[src/rtl/dbgf_pkg.sv]
package dbgf_pkg;
  localparam logic [7:0] BREAK_OP = 8'hA5;

  typedef enum logic [1:0] {
    DM_RUN   = 2'd0,
    DM_HALT  = 2'd1,
    DM_SERVE = 2'd2
  } dmode_t;

  function automatic logic is_break_op(input logic [7:0] b);
    return b == BREAK_OP;
  endfunction

  function automatic logic addr_eq(input logic [15:0] a, input logic [15:0] b);
    return a == b;
  endfunction
endpackage

[src/rtl/bp_regs.sv]
module bp_regs #(
  parameter int unsigned NBP = 4,
  parameter int unsigned AW  = 16,
  parameter int unsigned IW  = 2
) (
  input  logic              clk,
  input  logic              rst_n,
  input  logic              wr_en,
  input  logic [IW-1:0]     wr_idx,
  input  logic [AW-1:0]     wr_addr,
  input  logic              wr_arm,
  output logic [NBP*AW-1:0] ent_addr,
  output logic [NBP-1:0]    ent_arm
);
  for (genvar i = 0; i < NBP; i++) begin : g_ent
    logic sel;
    assign sel = wr_en && (wr_idx == IW'(i));
    always_ff @(posedge clk or negedge rst_n) begin
      if (!rst_n) begin
        ent_addr[i*AW +: AW] <= '0;
        ent_arm[i]           <= 1'b0;
      end else if (sel) begin
        ent_addr[i*AW +: AW] <= wr_addr;
        ent_arm[i]           <= wr_arm;
      end
    end
  end
endmodule

[src/rtl/bp_match.sv]
module bp_match #(
  parameter int unsigned NBP = 4,
  parameter int unsigned AW  = 16
) (
  input  logic [AW-1:0]     addr,
  input  logic              enable,
  input  logic [NBP*AW-1:0] ent_addr,
  input  logic [NBP-1:0]    ent_arm,
  output logic              hit
);
  logic [NBP-1:0] hit_vec;
  for (genvar i = 0; i < NBP; i++) begin : g_cmp
    assign hit_vec[i] = ent_arm[i] && (ent_addr[i*AW +: AW] == addr);
  end
  assign hit = enable && (|hit_vec);
endmodule

[src/rtl/dbg_fsm.sv]
module dbg_fsm
  import dbgf_pkg::*;
(
  input  logic clk,
  input  logic rst_n,
  input  logic take_break,
  input  logic dbg_req,
  output logic in_debug
);
  dmode_t st, st_nx;

  always_comb begin
    st_nx = st;
    unique case (st)
      DM_RUN:   if (take_break) st_nx = DM_HALT;
      DM_HALT:  if (dbg_req)    st_nx = DM_SERVE;
      DM_SERVE: if (!dbg_req)   st_nx = DM_RUN;
      default:                  st_nx = DM_RUN;
    endcase
  end

  always_ff @(posedge clk or negedge rst_n) begin
    if (!rst_n) st <= DM_RUN;
    else        st <= st_nx;
  end

  assign in_debug = (st != DM_RUN);

  AST_BREAK_ENTERS: assert property (@(posedge clk) disable iff (!rst_n)
    (!in_debug && take_break) |=> in_debug);
  AST_HALT_WAITS: assert property (@(posedge clk) disable iff (!rst_n)
    (st == DM_HALT && !dbg_req) |=> in_debug);
  AST_SERVE_EXIT: assert property (@(posedge clk) disable iff (!rst_n)
    (st == DM_SERVE && !dbg_req) |=> !in_debug);
endmodule

[src/rtl/dbg_fetch_ctl.sv]
module dbg_fetch_ctl
  import dbgf_pkg::*;
#(
  parameter int unsigned NBP = 4,
  parameter int unsigned AW  = 16,
  parameter int unsigned DW  = 8,
  localparam int unsigned IW = (NBP > 1) ? $clog2(NBP) : 1
) (
  input  logic          clk,
  input  logic          rst_n,
  input  logic          cfg_we,
  input  logic [IW-1:0] cfg_idx,
  input  logic [AW-1:0] cfg_addr,
  input  logic          cfg_arm,
  input  logic [AW-1:0] fetch_addr,
  input  logic          fetch_strobe,
  input  logic [DW-1:0] mem_rdata,
  input  logic [DW-1:0] dbg_instr,
  input  logic          dbg_req,
  output logic [DW-1:0] cpu_rdata,
  output logic          dbg_ack,
  output logic          irq_mask
);
  logic [NBP*AW-1:0] ent_addr;
  logic [NBP-1:0]    ent_arm;
  logic              bp_hit;
  logic              in_debug;
  logic              take_break;

  bp_regs #(.NBP(NBP), .AW(AW), .IW(IW)) u_regs (
    .clk(clk), .rst_n(rst_n), .wr_en(cfg_we), .wr_idx(cfg_idx),
    .wr_addr(cfg_addr), .wr_arm(cfg_arm),
    .ent_addr(ent_addr), .ent_arm(ent_arm)
  );

  bp_match #(.NBP(NBP), .AW(AW)) u_match (
    .addr(fetch_addr), .enable(fetch_strobe && !in_debug),
    .ent_addr(ent_addr), .ent_arm(ent_arm), .hit(bp_hit)
  );

  always_comb begin
    cpu_rdata = mem_rdata;
    if (fetch_strobe) begin
      if (in_debug)    cpu_rdata = dbg_instr;
      else if (bp_hit) cpu_rdata = DW'(BREAK_OP);
    end
  end

  assign take_break = fetch_strobe && !in_debug && is_break_op(8'(cpu_rdata));

  dbg_fsm u_fsm (
    .clk(clk), .rst_n(rst_n), .take_break(take_break),
    .dbg_req(dbg_req), .in_debug(in_debug)
  );

  assign dbg_ack  = in_debug;
  assign irq_mask = in_debug;

  AST_DATA_PASS: assert property (@(posedge clk) disable iff (!rst_n)
    !fetch_strobe |-> cpu_rdata == mem_rdata);
  AST_DBG_FEED: assert property (@(posedge clk) disable iff (!rst_n)
    (dbg_ack && fetch_strobe) |-> cpu_rdata == dbg_instr);
  AST_NO_HIT_IN_DEBUG: assert property (@(posedge clk) disable iff (!rst_n)
    dbg_ack |-> !bp_hit);
  AST_MASK_ON_ENTRY: assert property (@(posedge clk) disable iff (!rst_n)
    $rose(dbg_ack) |-> irq_mask);
endmodule

[config.mk]
export PLATFORM = sky130hd
export DESIGN_NAME = dbg_fetch_ctl
export DESIGN_NICKNAME = d
export VERILOG_FILES = /design/src/rtl/dbgf_pkg.sv /design/src/rtl/bp_regs.sv /design/src/rtl/bp_match.sv /design/src/rtl/dbg_fsm.sv /design/src/rtl/dbg_fetch_ctl.sv
export SDC_FILE = /design/constraint.sdc
export NUM_CORES = 1
export LEC_CHECK = 0
export BUFFER_PORTS_ARGS = -buffer_cell sky130_fd_sc_hd__buf_2
export CAP_MARGIN = 15
export CORE_UTILIZATION = 28
export CTS_CLUSTER_DIAMETER = 200
export DETAILED_ROUTE_END_ITERATION = 8
export PLACE_DENSITY = 0.43
export SLEW_MARGIN = 20
export SYNTH_ARGS = -nofsm -noshare
export SYNTH_HDL_FRONTEND = slang
export SYNTH_SLANG_ARGS = --single-unit
[constraint.sdc]
create_clock -name clk -period 2.1 [get_ports clk]
set_clock_uncertainty 0.05 [all_clocks]
set_input_delay 0.21 -clock clk [delete_from_list [all_inputs] [get_ports clk]]
set_output_delay 0.21 -clock clk [all_outputs]
set_load 0.03 [all_outputs]
==> results.tsv, run 1 <==
stage	metric	value	unit
global_routing	met1 Usage GRT	0.195	
placed_design	placed wire-length estimate	6.27	mm
logic_synthesis	Post-synth EDFFs	0	
logic_synthesis	top-count cell post-synth	dfrtp_1	
detailed_routing	routed vias/inst	4.45	
floorplanning	Die Ht	114	µm
timing	RSZ-0062 raised after global routing	true	
worst_setup_path	Critical Path End Type	output port	
cts	clock sinks	70	
pwr	Max VDD drop	0.563	mV
detailed_routing	Avg WL per Cell	16.6	µm
min_path	Min-Delay Path Class	primary input to register	
timing	Fin Hold WS	0.0626	ns
logic_synthesis	Synth area leader	dfrtp_1	
pwr	Clk pwr share	0.407	
final_layout	Syn-to-layout area delta	31.1	%
detailed_routing	number of nets with antenna violations after routing	0	
placed_design	pre-CTS WS	-0.0563	ns
floorplanning	I/O Pins	66	
detailed_routing	Vias	2325	
global_routing	global-route wire length before repair	13.7	mm
pwr	Reg power frac	0.405	
pwr	Comb power frac	0.188	
timing	Relative slew margins	0.752	
detailed_routing	Initial DRC Count	55	
detailed_routing	routed wire length	8.68	mm
logic_synthesis	most common library cells after synthesis	dfrtp_1, mux2_2, xor2_1, xnor2_1, nor4_1	
logic_synthesis	Mapped Cells	261	
worst_setup_path	Worst Path Arrival	2.12	ns
cts	CTS buffer count	9	
worst_setup_path	RR Startpoint	u_regs.ent_addr[16]	
global_routing	GRT Total Usage	0.146	
status	violated checks	negative setup slack	
global_routing	largest net degree at the start of global routing	43	
worst_setup_path	critical path, cell by cell	xor2_1, nor3_1, buf_4, nand3_2, nor3_4, o41a_4, o22a_1, buf_6	
floorplanning	die area	13000	µm²
worst_setup_path	Worst Setup EP	cpu_rdata[5]	
logic_synthesis	Synth Warn #	0	
cts	clk_lat worst skew	0.34	ns
floorplanning	Starting Density	0.290	
cts	Clock Tree Buf Depth	2	
worst_setup_path	Buf/Inv on CP	2	
cts	H-tree Lvls	3	
logic_synthesis	Main synth FF type	dfrtp_1	
timing	Final Critical Period	2.38	ns
logic_synthesis	top area cells in the synthesized netlist	dfrtp_1, mux2_2, xor2_1	
worst_setup_path	CP max-delay cell	o41a_4	
status	outcome	finished with violations	
pwr	Leakage	2.04	nW
logic_synthesis	Seq/Total Area, Yosys	0.497	
global_routing	met3 Usage GRT	0.0323	
timing	Setup-failing EPs final	8	
worst_setup_path	r2r setup slk	0.35	ns
timing	maximum operating frequency	0.420	GHz
global_routing	layer with the highest usage	met2	
cts	CTS tree	built	
worst_setup_path	largest fanout on the critical path	4	
floorplanning	# rows	40	
timing	fin. max-slew vios	0	
global_routing	GRT overflow	0	
final_layout	fillers	1218	
pwr	switching part of the total	0.254	
logic_synthesis	Synth top area share	0.497	
detailed_routing	Remaining DRCs	0	
logic_synthesis	ys async rst share	1.00	
timing	setup slack after layout	-0.281	ns
global_routing	grt met2 use	0.231	
worst_setup_path	CP delay by family, top	compound AO/OA/AOI/OAI gates	
logic_synthesis	Post-Syn Area	3530	µm²
timing	Hold Vio Cnt, Final	0	
worst_setup_path	Worst path max stage delay	0.49	ns
detailed_routing	DRT Pass-1 Iters	3	
cts	Clock transition at path regs	0.06	ns
final_layout	Antenna diodes	0	
final_layout	Nets	405	
worst_setup_path	Worst path depth	8	
global_routing	vias in the first global route	2427	
worst_setup_path	CP startpoint	u_regs.ent_addr[11]	
cts	Clock Tree Root	clkbuf_16	
global_routing	antenna violations before repair	0	
final_layout	share of layout cells above drive strength 1	0.475	
placed_design	I/O Buffers	65	
logic_synthesis	post-synthesis average cell area	13.5	µm²
timing	Tcrit/Tclk final	1.13	
flow_run	Max-Cap Viols	0	
worst_setup_path	R2R Path End	u_fsm.st[0]	
placed_design	Final GP Congestion	0.669	
pwr	Final Power	4.33	mW
pwr	switching pwr	1.10	mW
floorplanning	die width	114	µm
pwr	Power per Cell Area	936	nW/µm²
worst_setup_path	critical path class	register to output port	
logic_synthesis	#FFs+latches synth	70	
timing	Worst Max-Slew Pin Slew	0.369	ns
floorplanning	Core Region	12200	µm²
pwr	Internal	3.23	mW
worst_setup_path	worst reg-to-reg path cell count	8	
worst_setup_path	CP required	1.84	ns
logic_synthesis	Synth Net Count	317	
logic_synthesis	post-synthesis cell type count	31	
worst_setup_path	Startpoint Class	register	
==> worst min-delay path by stage <==
stage / from / to / slack, ns / cells past startpoint
5_1_grt: dbg_req / u_fsm.st[1] / 0.09 / 2
2_1_floorplan: rst_n / u_fsm.st[0] / -0.14 / 0
6_report: dbg_req / u_fsm.st[1] / 0.06 / 2
4_1_cts: dbg_req / u_fsm.st[1] / 0.06 / 2
3_5_place_dp: rst_n / u_regs.ent_addr[28] / 0.1 / 1
3_3_place_gp: rst_n / u_regs.ent_addr[28] / 0.1 / 1
==> worst register-to-register path, delay by kind of cell (launching register included) <==
kind / cells / cell delay, ns
buffers and inverters: 2 / 0.32
xor gates and xnor gates: 1 / 0.16
AOI/OAI and AO/OA: 2 / 0.35
DFF: 1 / 0.38
and+or+nand+nor: 3 / 0.42
==> cell families (layout without fill, tap and decap cells) <==
family,count (synthesis),in the layout,synth area share
flops,70,70,0.497
mux,68,68,0.217
xor+xnor,65,65,0.161
simple gates,40,40,0.0809
compound gates,12,12,0.0355
buf+inv,6,99,0.00851
==> routing by layer <==
metal / share of wire / wire length (µm)
met1: 0.48 / 4180
met2: 0.48 / 4150
met3: 0.027 / 236
met4: 0.014 / 120
met5: 0 / 0
==> stage by stage <==
stage	utilization	setup TNS, ns	area (µm²)	instances
5_1_grt	0.380	-3.16	4630	522
3_5_place_dp	0.342	-0.383	4150	503
3_3_place_gp	0.342	-0.0582	4150	503
4_1_cts	0.379	-2.67	4610	522
6_report	0.380	-2.15	4630	522
2_1_floorplan	-	0	3530	261
==> flip-flops by register name (all words and copies together) (netlist names) <==
register,cells
u_regs.ent_addr,64
u_regs.ent_arm,4
u_fsm.st,2
==> cell type report <==
cell class	count	area, µm²	share of cell area
multi-input combinational	185	1790	0.387
sequential	70	1750	0.379
timing repair buffer	82	518	0.112
clock buffer	14	294	0.0636
tap	168	210	0.0454
clock inverter	2	60.1	0.0130
inverter	1	3.75	0.000811
==> cell usage in the layout (no fill, tap or decap), drive strengths merged <==
cell / count
a22o: 4
and2: 2
buf: 81
bufinv: 2
clkbuf: 14
dfrtp: 70
dlygate4sd3: 1
inv: 1
mux2: 68
nand2: 4
nand2b: 1
nand3: 8
nand3b: 2
nand4: 3
nand4b: 1
nor2: 2
nor3: 4
nor3b: 1
nor4: 12
o21ai: 1
o22a: 4
o22ai: 1
o41a: 1
o41ai: 1
xnor2: 19
xor2: 46
==> repair_timing <==
item                       CTS  global route
hold endpoints to repair    11             0
hold buffers                 1             0
resized for setup           20             2
buffers inserted             2             0
pin swaps                    8             5
setup endpoints to repair    8             8
==> power by group through the flow <==
stage	registers (mW)	logic, mW	clock network, mW
floorplan	1.75	0.515	0
finish	1.75	0.812	1.76
global route	1.79	0.896	1.86
global placement	1.77	0.797	0
CTS	1.76	0.824	1.81
detailed placement	1.78	0.800	0
No activity file was read; power rests on OpenSTA's default activity.
==> run 2, diff against run 1 <==
==> constraint.sdc (replaced) <==
create_clock -name clk -period 2.1 [get_ports clk]
set_clock_uncertainty 0.05 [all_clocks]
set_input_delay 0.21 -clock clk [delete_from_list [all_inputs] [get_ports clk]]
set_output_delay 0.21 -clock clk [all_outputs]
set_load 0.01 [all_outputs]
==> run 2 against run 1 <==
Against the previous run: the run still ends with negative setup slack left; sequential cell count unchanged; die area is the same; sequential power about the same; sequential share of layout area increased by 0.99 points; clock power shrank 18%; via count fell by 0.39%; hold slack worse by 0.0096 ns; combinational power fell by 1%; global-route usage up 0.11 points; fmax up 0.60%; final area shrank 2.5%; core utilization is 0.97 points lower; critical path type unchanged; critical endpoint is now cpu_rdata[3]; highest routed layer unchanged.
==> results.tsv, run 2 (same netlist as run 1, synthesis figures left out) <==
stage	metric	value	unit	change
final_layout	Nets	401		was 405
cts	clock sinks	70		unchanged
floorplanning	# rows	40		unchanged
status	outcome	finished with violations		unchanged
final_layout	most frequent cells in the layout	dfrtp_1, buf_2, mux2_2		was dfrtp_1, mux2_2, buf_2
floorplanning	Die Ht	114	µm	unchanged
global_routing	met3 Usage GRT	0.0365		was 0.0323
final_layout	commonest non-fill, non-tap cell in the layout	dfrtp_1		unchanged
detailed_routing	Initial DRC Count	64		was 55
pwr	Max VDD drop	0.366	mV	was 0.563 mV
global_routing	GRT overflow	0		unchanged
global_routing	GRT Total Usage	0.147		was 0.146
detailed_routing	Remaining DRCs	0		unchanged
floorplanning	Starting Density	0.290		unchanged
timing	RSZ-0062 raised after global routing	true		unchanged
global_routing	antenna violations before repair	0		unchanged
floorplanning	I/O Pins	66		unchanged
placed_design	Final GP Congestion	0.671		was 0.669
pwr	Power per Cell Area	888	nW/µm²	was 936 nW/µm²
cts	Clock transition at path regs	0.05	ns	was 0.06 ns
worst_setup_path	largest fanout on the critical path	4		unchanged
flow_run	Max-Cap Viols	0		unchanged
worst_setup_path	r2r setup slk	0.36	ns	was 0.35 ns
status	violated checks	negative setup slack		unchanged
floorplanning	die width	114	µm	unchanged
floorplanning	die area	13000	µm²	unchanged
final_layout	share of layout cells above drive strength 1	0.474		was 0.475
timing	maximum operating frequency	0.423	GHz	was 0.420 GHz
global_routing	global-route wire length before repair	13.8	mm	was 13.7 mm
timing	Tcrit/Tclk final	1.13		about the same
timing	Hold Vio Cnt, Final	0		unchanged
detailed_routing	number of nets with antenna violations after routing	0		unchanged
final_layout	Top Registers	u_regs.ent_addr (64), u_regs.ent_arm (4), u_fsm.st (2)		unchanged
final_layout	Syn-to-layout area delta	27.8	%	was 31.1%
timing	Relative slew margins	0.691		was 0.752
cts	CTS tree	built		unchanged
final_layout	max reg flops	64		unchanged
final_layout	Reg with most FFs	u_regs.ent_addr		unchanged
worst_setup_path	Worst path max stage delay	0.38	ns	was 0.49 ns
placed_design	pre-CTS WS	-0.00972	ns	was -0.0563 ns
cts	Clock Tree Buf Depth	2		unchanged
worst_setup_path	CP max-delay cell	dfrtp_1		was o41a_4
detailed_routing	routed wire length	8.65	mm	was 8.68 mm
detailed_routing	DRT Pass-1 Iters	4		was 3
timing	Final Critical Period	2.37	ns	was 2.38 ns
detailed_routing	Vias	2316		was 2325
worst_setup_path	critical path, cell by cell	xor2_1, nor4_2, nand3_1, nor4_4, buf_4, o41ai_4, a22o_1, buf_2		was xor2_1, nor3_1, buf_4, nand3_2, nor3_4, o41a_4, o22a_1, buf_6
worst_setup_path	Startpoint Class	register		unchanged
timing	Worst Max-Slew Pin Slew	0.463	ns	was 0.369 ns
global_routing	layer with the highest usage	met2		unchanged
detailed_routing	routed vias/inst	4.47		was 4.45
worst_setup_path	critical path class	register to output port		unchanged
global_routing	largest net degree at the start of global routing	27		was 43
cts	H-tree Lvls	3		unchanged
global_routing	grt met2 use	0.235		was 0.231
timing	fin. max-slew vios	0		unchanged
final_layout	Antenna diodes	0		unchanged
pwr	Leakage	1.96	nW	was 2.04 nW
cts	Clock Tree Root	clkbuf_16		unchanged
placed_design	I/O Buffers	65		unchanged
final_layout	fin util	0.371		was 0.380
min_path	Min-Delay Path Class	primary input to register		unchanged
timing	Setup-failing EPs final	8		unchanged
floorplanning	Core Region	12200	µm²	unchanged
placed_design	placed wire-length estimate	6.30	mm	was 6.27 mm
cts	clk_lat worst skew	0.33	ns	was 0.34 ns
worst_setup_path	Worst Path Arrival	2.11	ns	was 2.12 ns
worst_setup_path	CP required	1.84	ns	about the same
worst_setup_path	Critical Path End Type	output port		unchanged
cts	CTS buffer count	9		unchanged
detailed_routing	Avg WL per Cell	16.7	µm	was 16.6 µm
pwr	Final Power	4.00	mW	was 4.33 mW
timing	post-route setup TNS	-2.05	ns	was -2.15 ns
timing	setup slack after layout	-0.267	ns	was -0.281 ns
global_routing	vias in the first global route	2463		was 2427
global_routing	met1 Usage GRT	0.193		was 0.195
[run 2: power by group]
part	switching [mW]	internal (mW)
logic	0.384	0.418
registers	0.158	1.60
clock network	0.543	0.896
total	1.09	2.91
[run 2: through the flow]
step | instance area (µm²) | std cells | hold WS (ns)
global route | 4510 | 518 | 0.0597
floorplan | 3530 | 261 | -0.136
CTS | 4490 | 518 | 0.0431
detailed placement | 4120 | 499 | 0.146
global placement | 4120 | 499 | 0.146
finish | 4510 | 518 | 0.0529
[run 2: worst paths after layout]
kind,start,endpoint,depth (start not counted)
max,u_regs.ent_addr[56],cpu_rdata[3],8
min,dbg_req,u_fsm.st[1],2
max reg2reg,u_regs.ent_addr[56],u_fsm.st[0],8
min reg2reg,u_regs.ent_addr[7],u_regs.ent_addr[7],1
max in group asynchronous,rst_n,u_regs.ent_addr[24],3
min in group asynchronous,rst_n,u_regs.ent_addr[28],2
[run 2: layout make-up]
type / instances / area, µm²
multi-input combinational: 185 / 1820
timing repair buffer: 78 / 438
clock buffer: 14 / 274
tap: 168 / 210
inverter: 1 / 3.75
sequential: 70 / 1750
fill: 1248 / 7650
clock inverter: 2 / 15.0
[run 2: per-layer routing]
| metal | up-vias | wire (µm) |
|---|---|---|
| met4 | 0 | 127 |
| li1 | 1106 | - |
| met2 | 31 | 4250 |
| met1 | 1168 | 4010 |
| met3 | 11 | 269 |
| met5 | - | 0 |
[run 2: critical path: cells and delay by family (launching register included)]
kind            cells  cell delay (ns)
buf+inv             2             0.31
simple gates        3             0.64
compound gates      2             0.28
xor+xnor            1             0.16
flops               1             0.38
[run 2: timing repair]
item                       CTS  global route
pin swaps                    7             6
resized for setup            7             3
buffers inserted             2             0
setup endpoints to repair    8             8
cloned                       0             0
hold buffers                 1             0
hold endpoints to repair    14             0
